## src/rtl/i2cmem_pkg.sv

```systemverilog
package i2cmem_pkg;

    localparam logic [3:0] DEV_ID = 4'b1010;

    typedef enum logic [2:0] {
        ST_IDLE,
        ST_DEVADDR,
        ST_ADDR_HI,
        ST_ADDR_LO,
        ST_WRDATA,
        ST_RDDATA,
        ST_WAIT_STOP
    } bus_state_e;

    typedef struct packed {
        logic start;
        logic stop;
        logic scl_rise;
        logic scl_fall;
    } bus_evt_t;

    typedef struct packed {
        logic       ok;
        bus_state_e nxt;
    } ack_plan_t;

    function automatic logic dev_hit(input logic [7:0] b, input logic [2:0] strap);
        return b[7:1] == {DEV_ID, strap};
    endfunction

endpackage

```

## src/rtl/i2cmem_bus_events.sv

```systemverilog
module i2cmem_bus_events
    import i2cmem_pkg::*;
(
    input  logic     clk,
    input  logic     rst,
    input  logic     scl_in,
    input  logic     sda_in,
    output bus_evt_t evt
);
    logic scl_q;
    logic sda_q;

    always_ff @(posedge clk) begin
        if (rst) begin
            scl_q <= 1'b1;
            sda_q <= 1'b1;
        end else begin
            scl_q <= scl_in;
            sda_q <= sda_in;
        end
    end

    always_comb begin
        evt.scl_rise = scl_in & ~scl_q;
        evt.scl_fall = ~scl_in & scl_q;
        evt.start    = scl_in & scl_q & sda_q & ~sda_in;
        evt.stop     = scl_in & scl_q & ~sda_q & sda_in;
    end

endmodule

```

## src/rtl/i2cmem_addr_ptr.sv

```systemverilog
module i2cmem_addr_ptr #(
    parameter int ADDR_W = 13,
    parameter int PAGE_W = 5
) (
    input  logic              clk,
    input  logic              rst,
    input  logic              load,
    input  logic [ADDR_W-1:0] load_val,
    input  logic              step_seq,
    input  logic              step_page,
    output logic [ADDR_W-1:0] ptr,
    output logic [ADDR_W-1:0] ptr_seq
);
    logic [ADDR_W-1:0] ptr_page;

    assign ptr_seq = ptr + 1'b1;

    generate
        if (PAGE_W < ADDR_W) begin : g_paged
            logic [PAGE_W-1:0] low_inc;
            assign low_inc  = ptr[PAGE_W-1:0] + 1'b1;
            assign ptr_page = {ptr[ADDR_W-1:PAGE_W], low_inc};

            // a page step never leaves the current page
            assert_page_stay_R5: assert property (@(posedge clk) disable iff (rst)
                (step_page && !load) |=> (ptr[ADDR_W-1:PAGE_W] == $past(ptr[ADDR_W-1:PAGE_W])));
        end else begin : g_flat
            assign ptr_page = ptr_seq;
        end
    endgenerate

    always_ff @(posedge clk) begin
        if (rst)            ptr <= '0;
        else if (load)      ptr <= load_val;
        else if (step_page) ptr <= ptr_page;
        else if (step_seq)  ptr <= ptr_seq;
    end

    // sequential stepping wraps from the top address to zero
    assert_seq_wrap_R10: assert property (@(posedge clk) disable iff (rst)
        (step_seq && !load && !step_page && (&ptr)) |=> (ptr == '0));

endmodule

```

## src/rtl/i2cmem_target.sv

```systemverilog
module i2cmem_target
    import i2cmem_pkg::*;
#(
    parameter int ADDR_W = 13,
    parameter int PAGE_W = 5
) (
    input  logic              clk,
    input  logic              rst,
    input  logic              scl_in,
    input  logic              sda_in,
    input  logic [2:0]        strap_addr,
    input  logic              wr_busy,
    output logic              sda_oe,
    output logic              rd_en,
    output logic [ADDR_W-1:0] rd_addr,
    input  logic [7:0]        rd_data,
    output logic              wr_en,
    output logic [ADDR_W-1:0] wr_addr,
    output logic [7:0]        wr_data,
    output logic              wr_commit
);
    localparam int HI_W  = ADDR_W - 8;
    localparam int CNT_W = 4;
    localparam logic [CNT_W-1:0] LAST_BIT = CNT_W'(8);

    bus_evt_t          evt;
    bus_state_e        state;
    logic [CNT_W-1:0]  bit_cnt;
    logic              in_ack;
    logic [7:0]        shreg;
    logic [7:0]        tx;
    logic [HI_W-1:0]   hi_q;
    ack_plan_t         plan, plan_q;
    logic              mack_q;
    logic              fetch_q;
    logic              wr_any;
    logic              active;
    logic              ack_entry;
    logic              ld, step_seq, step_page;
    logic [ADDR_W-1:0] ptr, ptr_seq;

    i2cmem_bus_events u_events (
        .clk    (clk),
        .rst    (rst),
        .scl_in (scl_in),
        .sda_in (sda_in),
        .evt    (evt)
    );

    i2cmem_addr_ptr #(.ADDR_W(ADDR_W), .PAGE_W(PAGE_W)) u_ptr (
        .clk       (clk),
        .rst       (rst),
        .load      (ld),
        .load_val  ({hi_q, shreg}),
        .step_seq  (step_seq),
        .step_page (step_page),
        .ptr       (ptr),
        .ptr_seq   (ptr_seq)
    );

    assign active    = (state != ST_IDLE) && (state != ST_WAIT_STOP);
    assign ack_entry = active && !evt.start && !evt.stop && evt.scl_fall
                       && !in_ack && (bit_cnt == LAST_BIT);

    // Acknowledge decision for the byte just completed
    always_comb begin
        plan      = '{ok: 1'b0, nxt: ST_WAIT_STOP};
        ld        = 1'b0;
        step_seq  = 1'b0;
        step_page = 1'b0;
        case (state)
            ST_DEVADDR: begin
                plan.ok  = dev_hit(shreg, strap_addr) && !wr_busy;
                plan.nxt = shreg[0] ? ST_RDDATA : ST_ADDR_HI;
            end
            ST_ADDR_HI: plan = '{ok: !wr_busy, nxt: ST_ADDR_LO};
            ST_ADDR_LO: plan = '{ok: !wr_busy, nxt: ST_WRDATA};
            ST_WRDATA:  plan = '{ok: !wr_busy, nxt: ST_WRDATA};
            ST_RDDATA:  plan = '{ok: 1'b0, nxt: ST_RDDATA};
            default:    plan = '{ok: 1'b0, nxt: ST_WAIT_STOP};
        endcase
        if (ack_entry) begin
            ld        = (state == ST_ADDR_LO) && plan.ok;
            step_page = (state == ST_WRDATA) && plan.ok;
            step_seq  = (state == ST_RDDATA);
        end
    end

    always_ff @(posedge clk) begin
        if (rst) begin
            state     <= ST_IDLE;
            bit_cnt   <= '0;
            in_ack    <= 1'b0;
            shreg     <= '0;
            tx        <= 8'hFF;
            hi_q      <= '0;
            plan_q    <= '{ok: 1'b0, nxt: ST_IDLE};
            mack_q    <= 1'b0;
            fetch_q   <= 1'b0;
            wr_any    <= 1'b0;
            sda_oe    <= 1'b0;
            rd_en     <= 1'b0;
            rd_addr   <= '0;
            wr_en     <= 1'b0;
            wr_addr   <= '0;
            wr_data   <= '0;
            wr_commit <= 1'b0;
        end else begin
            rd_en     <= 1'b0;
            wr_en     <= 1'b0;
            wr_commit <= 1'b0;
            fetch_q   <= rd_en;
            if (fetch_q) tx <= rd_data;

            if (evt.stop) begin
                state     <= ST_IDLE;
                in_ack    <= 1'b0;
                bit_cnt   <= '0;
                sda_oe    <= 1'b0;
                wr_commit <= wr_any;
                wr_any    <= 1'b0;
            end else if (evt.start) begin
                state   <= ST_DEVADDR;
                in_ack  <= 1'b0;
                bit_cnt <= '0;
                sda_oe  <= 1'b0;
                wr_any  <= 1'b0;
            end else if (active) begin
                if (evt.scl_rise) begin
                    if (in_ack) begin
                        mack_q <= ~sda_in;
                    end else if (bit_cnt != LAST_BIT) begin
                        shreg   <= {shreg[6:0], sda_in};
                        bit_cnt <= bit_cnt + 1'b1;
                    end
                end
                if (evt.scl_fall) begin
                    if (in_ack) begin
                        in_ack  <= 1'b0;
                        bit_cnt <= '0;
                        if (state == ST_RDDATA) begin
                            if (mack_q) begin
                                sda_oe <= ~tx[7];
                            end else begin
                                sda_oe <= 1'b0;
                                state  <= ST_WAIT_STOP;
                            end
                        end else if (plan_q.ok) begin
                            state  <= plan_q.nxt;
                            sda_oe <= (plan_q.nxt == ST_RDDATA) ? ~tx[7] : 1'b0;
                        end else begin
                            state  <= ST_WAIT_STOP;
                            sda_oe <= 1'b0;
                        end
                    end else if (bit_cnt == LAST_BIT) begin
                        in_ack <= 1'b1;
                        plan_q <= plan;
                        sda_oe <= plan.ok;
                        mack_q <= 1'b0;
                        case (state)
                            ST_DEVADDR: if (plan.ok && shreg[0]) begin
                                rd_en   <= 1'b1;
                                rd_addr <= ptr;
                            end
                            ST_ADDR_HI: if (plan.ok) hi_q <= shreg[HI_W-1:0];
                            ST_WRDATA: if (plan.ok) begin
                                wr_en   <= 1'b1;
                                wr_addr <= ptr;
                                wr_data <= shreg;
                                wr_any  <= 1'b1;
                            end
                            ST_RDDATA: begin
                                rd_en   <= 1'b1;
                                rd_addr <= ptr_seq;
                            end
                            default: ;
                        endcase
                    end else if (state == ST_RDDATA) begin
                        tx     <= {tx[6:0], 1'b1};
                        sda_oe <= ~tx[6];
                    end
                end
            end
        end
    end

    // idle means the data line is released
    assert_idle_released_R1: assert property (@(posedge clk) disable iff (rst)
        (state == ST_IDLE) |-> !sda_oe);

    // the data line driver only moves while SCL is low
    assert_oe_scl_low_R3: assert property (@(posedge clk) disable iff (rst)
        !$stable(sda_oe) |-> !$past(scl_in));

    // no acknowledge is started while busy
    assert_no_ack_busy_R7: assert property (@(posedge clk) disable iff (rst)
        ($rose(sda_oe) && in_ack) |-> !$past(wr_busy));

    // no page-buffer write while busy
    assert_no_write_busy_R7: assert property (@(posedge clk) disable iff (rst)
        wr_en |-> !$past(wr_busy));

    // commit only follows a STOP condition
    assert_commit_on_stop_R6: assert property (@(posedge clk) disable iff (rst)
        wr_commit |-> $past(evt.stop));

    // memory-side pulses never overlap
    assert_pulse_exclusive_R5: assert property (@(posedge clk) disable iff (rst)
        $onehot0({rd_en, wr_en, wr_commit}));

endmodule

```

## config.mk

```make
export PLATFORM = sky130hd
export DESIGN_NAME = i2cmem_target
export DESIGN_NICKNAME = d
export VERILOG_FILES = /design/src/rtl/i2cmem_pkg.sv /design/src/rtl/i2cmem_bus_events.sv /design/src/rtl/i2cmem_addr_ptr.sv /design/src/rtl/i2cmem_target.sv
export SDC_FILE = /design/constraint.sdc
export NUM_CORES = 1
export LEC_CHECK = 0
export BUFFER_PORTS_ARGS = -buffer_cell sky130_fd_sc_hd__buf_2
export CELL_PAD_IN_SITES_DETAIL_PLACEMENT = 0
export CELL_PAD_IN_SITES_GLOBAL_PLACEMENT = 1
export CORE_AREA = 5 5 82 141
export DETAILED_ROUTE_END_ITERATION = 10
export DIE_AREA = 0 0 87 146
export PLACE_DENSITY_LB_ADDON = 0.15
export SYNTH_ARGS = -nofsm -noshare
export SYNTH_HDL_FRONTEND = slang
export SYNTH_HIERARCHICAL = 1
export SYNTH_SLANG_ARGS = --single-unit
```

## constraint.sdc

```tcl
create_clock -name clk -period 3.37 [get_ports clk]
set_clock_uncertainty 0.2 [all_clocks]
set_input_delay 0.5055 -clock clk [delete_from_list [all_inputs] [get_ports clk]]
set_output_delay 0.5055 -clock clk [all_outputs]
set_load 0.01 [all_outputs]
```

# [Word level (Yosys, flattened, before mapping)]
# Index checks and enable logic that the tools add are counted.
[totals] regBits=89 elab_cells=147 out_inout_bits=38 input_bits=16
[op_classes] addsub=3 n_mux=47 eq_ne=14 bitwise=20 reduce_logical=40
[ops] operator="$mux W8" count=8
[ops] operator="$mux W13" count=4
[ops] operator="$pmux W13 S2" count=1
[ops] operator="$reduce_and A8 Y1" count=3
[ops] operator="$mux W1" count=23
[ops] operator="$mux W4" count=5
[ops] operator="$reduce_and A6 Y1" count=3
[ops] operator="$pmux W4 S4" count=1
[ops] operator="$add A13 B1 Y13 const B" count=1
[ops] operator="$not A1 Y1" count=13
[ops] operator="$mux W3" count=4
[ops] operator="$logic_and A1 B1 Y1" count=10
[ops] operator="$reduce_bool A2 Y1" count=5
[ops] operator="$eq A3 B3 Y1 const B" count=3
[ops] operator="$reduce_bool A3 Y1" count=3
[ops] operator="$reduce_and A4 Y1" count=2
[ops] operator="$reduce_or A8 Y1" count=1
[ops] operator="$and A1 B1 Y1" count=7
[ops] operator="$eq A7 B7 Y1" count=1
[ops] operator="$reduce_or A7 Y1" count=1
[ops] operator="$eq A3 B2 Y1 const B" count=2
[ops] operator="$ne A2 B2 Y1 const B" count=3
[ops] operator="$ne A3 B3 Y1 const B" count=2
[ops] operator="$reduce_and A3 Y1" count=2
[ops] operator="other kinds (10)" count=16

# [Depth between registers and ports, before layout]
[depth] depth_word=13 depth_mapped=12 depth_no_buf=10

# [Cells and area by module]
# Netlist, hierarchy kept.
[modules_own_cells] mod="i2cmem_target" cells_per_inst=391 n_inst=1 area_per_inst_um2=3338.2 seq_area_each_um2=1481.4
[modules_own_cells] mod="i2cmem_addr_ptr" cells_per_inst=116 n_inst=1 area_per_inst_um2=980.9 seq_area_each_um2=260.2
[modules_own_cells] mod="i2cmem_bus_events" cells_per_inst=8 n_inst=1 area_per_inst_um2=85.1 seq_area_each_um2=40.0

# [Worst setup path after synthesis]
# OpenSTA, ideal clock, no wires.
[synth_path] path_kind="input port to flip-flop" from="input port scl_in" to="register u_ptr.ptr[5]" required_time_ps=3055 path_stages=12 slack_ps=644 path_buffers=3 t_arrival_ps=2411 setup_time_ps=115 cell_sequence="and4b_1 > buf_2 > nor2_1 > o2111ai_2 > or2_1 > inv_2 > buf_4 > nand2b_1 > buf_2 > nor3_1 > xor2_1 > o21a_1"
[synth_via] elab_chain_cells=12 word_cells_on_any_way=21 cone_classes="eq/ne: 1; mux: 4; bitwise: 7; reduce/logical: 9"
[synth_lines] element="start: declaration" line="i2cmem_target.sv:9" source="input logic scl_in,"
[synth_lines] element="$and A1 B1 Y1" line="i2cmem_bus_events.sv:26, i2cmem_bus_events.sv:27"
[synth_lines] element="$and A1 B1 Y1 (2 in a row)" line="i2cmem_bus_events.sv:26" source="evt.start = scl_in & scl_q & sda_q & ~sda_in;"
[synth_lines] element="$logic_not A1 Y1" line="i2cmem_target.sv:62" source="assign ack_entry = active && !evt.start && !evt.stop && evt.scl_fall"
[synth_lines] element="$logic_and A1 B1 Y1 (2 in a row)" line="i2cmem_target.sv:62"
[synth_lines] element="$logic_and A1 B1 Y1 *" line="i2cmem_target.sv:62"
[synth_lines] element="$logic_and A1 B1 Y1 * (2 in a row)" line="i2cmem_target.sv:63" source="&& !in_ack && (bit_cnt == LAST_BIT);"
[synth_lines] element="$mux W1 *" line="i2cmem_target.sv:82" source="if (ack_entry) begin"
[synth_lines] element="named net step_page" line="i2cmem_target.sv:39" source="logic ld, step_seq, step_page;"
[synth_lines] element="$ne A2 B2 Y1 (no line) *"
[synth_lines] element="$reduce_and A2 Y1 (no line) *"
[synth_lines] element="end signal: assignment" line="i2cmem_addr_ptr.sv:34" source="else if (load) ptr <= load_val;"
[synth_lines] element="end signal: assignment" line="i2cmem_addr_ptr.sv:35" source="else if (step_page) ptr <= ptr_page;"
[synth_lines] element="end signal: assignment" line="i2cmem_addr_ptr.sv:36" source="else if (step_seq) ptr <= ptr_seq;"
[synth_lines] element="end: declaration" line="i2cmem_addr_ptr.sv:11" source="output logic [ADDR_W-1:0] ptr,"
# Mark *: on every way through the listed nets, which the timed path passes. The rest lies on a longest branch.
# A chain may end at the register's enable or synchronous reset.

# [Final worst setup path]
[layout_path] from="register state[2]" to="register u_ptr.ptr[8]"
[layout_via] elab_chain_cells=10 word_cells_on_any_way=24 cone_classes="eq/ne: 7; mux: 5; reduce/logical: 12"
[layout_lines] element="start: declaration" line="i2cmem_target.sv:27" source="bus_state_e state;"
[layout_lines] element="start signal: assignment" line="i2cmem_target.sv:149" source="state <= plan_q.nxt;"
[layout_lines] element="$ne A3 B3 Y1 or $reduce_bool A3 Y1 (tied branches)" line="i2cmem_target.sv:61" source="assign active = (state != ST_IDLE) && (state != ST_WAIT_STOP);"
[layout_lines] element="$logic_and A1 B1 Y1" line="i2cmem_target.sv:61"
[layout_lines] element="$logic_and A1 B1 Y1 (3 in a row)" line="i2cmem_target.sv:62"
[layout_lines] element="$logic_and A1 B1 Y1 (2 in a row)" line="i2cmem_target.sv:63"
[layout_lines] element="$mux W1 *" line="i2cmem_target.sv:82"
[layout_lines] element="named net step_seq" line="i2cmem_target.sv:39"
[layout_lines] element="$reduce_bool A2 Y1 (no line) *"
[layout_lines] element="$reduce_and A2 Y1 (no line) *"
# Marks and branches as above.

==> impl_metrics.env <==
export IMPL_worst_r2r_cell_count=6
export IMPL_fmax_ghz=0.358
export IMPL_synth_edf_count=0
export IMPL_grt_setup_unrepaired="false"
export IMPL_synth_nets=534
export IMPL_netlist_area_mm2=0.00440
export IMPL_post_cts_buffers=0
export IMPL_h_tree_depth=3
export IMPL_clk_latency_ns=0.33
export IMPL_portBuffers=53
export IMPL_slew_headroom_pct=52.9
export IMPL_synth_seq_cells=89
export IMPL_drive_gt1_share_pct=18.1
export IMPL_pin_count=54
export IMPL_layout_common_cells="89 x dfxtp_1, 60 x nand2_1, 54 x a21oi_1"
export IMPL_cp_arrival_ns=2.82
export IMPL_dpl_hpwl_mm=8.07
export IMPL_place_gp_congestion=0.919
export IMPL_drt_iter0_markers=164
export IMPL_max_slew_worst_pin_slew_ns=0.702
export IMPL_fill_cells=1024
export IMPL_timing_final_crit_share_pct=82.9
export IMPL_fp_row_count=49
export IMPL_grt_pass1_vias=3683
export IMPL_cts_resized_gates=0
export IMPL_hp_class="in -> reg"
export IMPL_cts_tree="done"
export IMPL_crit_path_max_fanout=14
export IMPL_yosys_warnings=6
export IMPL_hold_depth=3
export IMPL_synth_async_sr_flop_share_pct=0
export IMPL_syn_inst=515
export IMPL_finalHoldViolCount=0
export IMPL_syn_to_final_growth_pct=15.1
export IMPL_leakage_nw=2.07
export IMPL_ir_worst_vdd_mv=0.270
export IMPL_clock_sinks=89
export IMPL_die_width_um=87
export IMPL_critPathCaptureType="flip-flop"
export IMPL_cp_start_kind="flip-flop"
export IMPL_n_antenna_cell=0
export IMPL_maxCapViolations=0
export IMPL_power_density_mw_per_mm2=420
export IMPL_status="completed"
export IMPL_routed_wl_mm=11.0
export IMPL_setup_tns_ns=0
export IMPL_fin_crit_ns=2.80
export IMPL_cts_root_buffer_cell="clkbuf_16"
export IMPL_ant_nets=0
export IMPL_wire_per_inst_um=16.0
export IMPL_first_pass_iters=4
export IMPL_synth_distinct_cells=59
export IMPL_grt_antenna_before_repair=0
export IMPL_fin_util_pct=49.5
export IMPL_nNetsFinal=578
export IMPL_finalSetupViolCount=0
export IMPL_critical_path_required_ns=3.39
export IMPL_avgSynthCellArea_um2=8.55
export IMPL_cts_buffers=9
export IMPL_vias=3669
export IMPL_final_common_cell="dfxtp_1"
export IMPL_finalMaxSlewViolations=0
export IMPL_critical_path_class="reg -> reg"
export IMPL_grt_pass1_wl_mm=18.5
export IMPL_grt_max_degree=37
export IMPL_synth_seq_area_share_pct=40.5
export IMPL_clk_pin_slew_ns=0.06
export IMPL_postCtsHoldBufs=0
export IMPL_start_util_pct=43.0
export IMPL_fp_dieH_um=146
export IMPL_routed_via_density=5.32
export IMPL_synth_ff_type="dfxtp_1"
export IMPL_grt_overflow=0
export IMPL_grt_usage_pct=18.1
export IMPL_clockBufferDepth=2
export IMPL_core_area_mm2=0.0102
export IMPL_dieArea_mm2=0.0127
export IMPL_post_route_drc_count=0
export IMPL_totalPowerFinal_mw=2.13
layer usage:
| metal | wire length [um] | up-vias | track usage (%) | part of all wire (%) |
|---|---|---|---|---|
| li1 | - | 1880 | - | - |
| met1 | 4530 | 1728 | 20.3 | 41 |
| met3 | 320 | 10 | 3.23 | 2.9 |
| met4 | 115 | 0 | 4.76 | 1.0 |
| met2 | 6060 | 51 | 33.8 | 55 |
| met5 | 0 | - | 0 | 0 |
worst paths after layout:
kind,startpoint,endpoint,slack (ns)
worst min-delay path,rd_data[0],tx[0],0.20
worst min register to register,wr_any,wr_commit,0.25
worst max-delay path,state[2],u_ptr/ptr[8],0.57
worst max register to register,state[2],u_ptr/ptr[8],0.57
power by group:
| group | leakage (nW) | internal (mW) | switching, mW |
|---|---|---|---|
| clock network | 0.148 | 0.609 | 0.395 |
| registers | 0.718 | 1.05 | 0.00271 |
| logic | 1.20 | 0.0231 | 0.0430 |
registers in the layout, indices dropped and copies added, names as in the netlist, 3 cells and up:
signal     cells
u_ptr/ptr     13
hi_q           5
bit_cnt        4
plan_q         4
state          3
rd_addr       13
shreg          8
tx             8
wr_addr       13
wr_data        8
final cells by class:
type,instances,area [um^2],area share (%)
Clock buffer,12,256,5.06
Clock inverter,3,40.0,0.790
Inverter,19,71.3,1.41
Multi-Input combinational cell,374,2400,47.3
Sequential cell,89,1780,35.2
Tap cell,127,159,3.14
Timing Repair Buffer,66,363,7.16
through the flow:
step | hold WS [ns] | instances | area, um^2 | setup slack (ns)
after floorplan | 0.210 | 515 | 4400 | 0.644
after global placement | 0.241 | 675 | 4770 | 0.525
after detailed placement | 0.238 | 675 | 4770 | 0.401
after CTS | 0.191 | 690 | 5070 | 0.590
after global routing | 0.200 | 690 | 5070 | 0.422
final | 0.200 | 690 | 5070 | 0.575
cell usage after synthesis (all sizes together), types with 2 or more instances:
cell | count | area [um^2]
or2 | 5 | 31.3
nand2b | 13 | 81.3
and3 | 10 | 62.6
nor3 | 32 | 165
nor2b | 6 | 37.5
nand2 | 60 | 225
a21oi | 54 | 270
or4 | 2 | 15.0
clkbuf | 14 | 52.6
o221a | 2 | 22.5
nand3 | 7 | 47.6
nor4 | 10 | 120
buf | 19 | 108
or3 | 5 | 31.3
ha | 3 | 37.5
nand4 | 2 | 42.5
inv | 19 | 71.3
a211oi | 3 | 22.5
mux2i | 38 | 380
and4b | 3 | 30.0
xnor2 | 9 | 78.8
dfxtp | 89 | 1780
a31oi | 3 | 18.8
nand3b | 2 | 15.0
nor2 | 41 | 156
a311oi | 4 | 35.0
o21ai | 21 | 109
xor2 | 14 | 130
o21a | 6 | 45.0
o31a | 3 | 26.3
critical path, stage by stage, from the launching register on:
cell,delay (ns)
dfxtp_1,0.64
nand3b_1,0.38
nor3_1,0.47
nand2b_1,0.40
nor3_1,0.29
xnor2_1,0.11
o21a_1,0.18
logic make-up after synthesis:
kind of cell	synth area share, %
adders and majority gates	0.852
and+or+nand+nor	25.5
xor gates and xnor gates	4.74
DFF	40.5
buffers and inverters	5.26
AOI/OAI and AO/OA	14.3
muxes	8.89
Note: power is estimated with default switching activity, not from simulation.
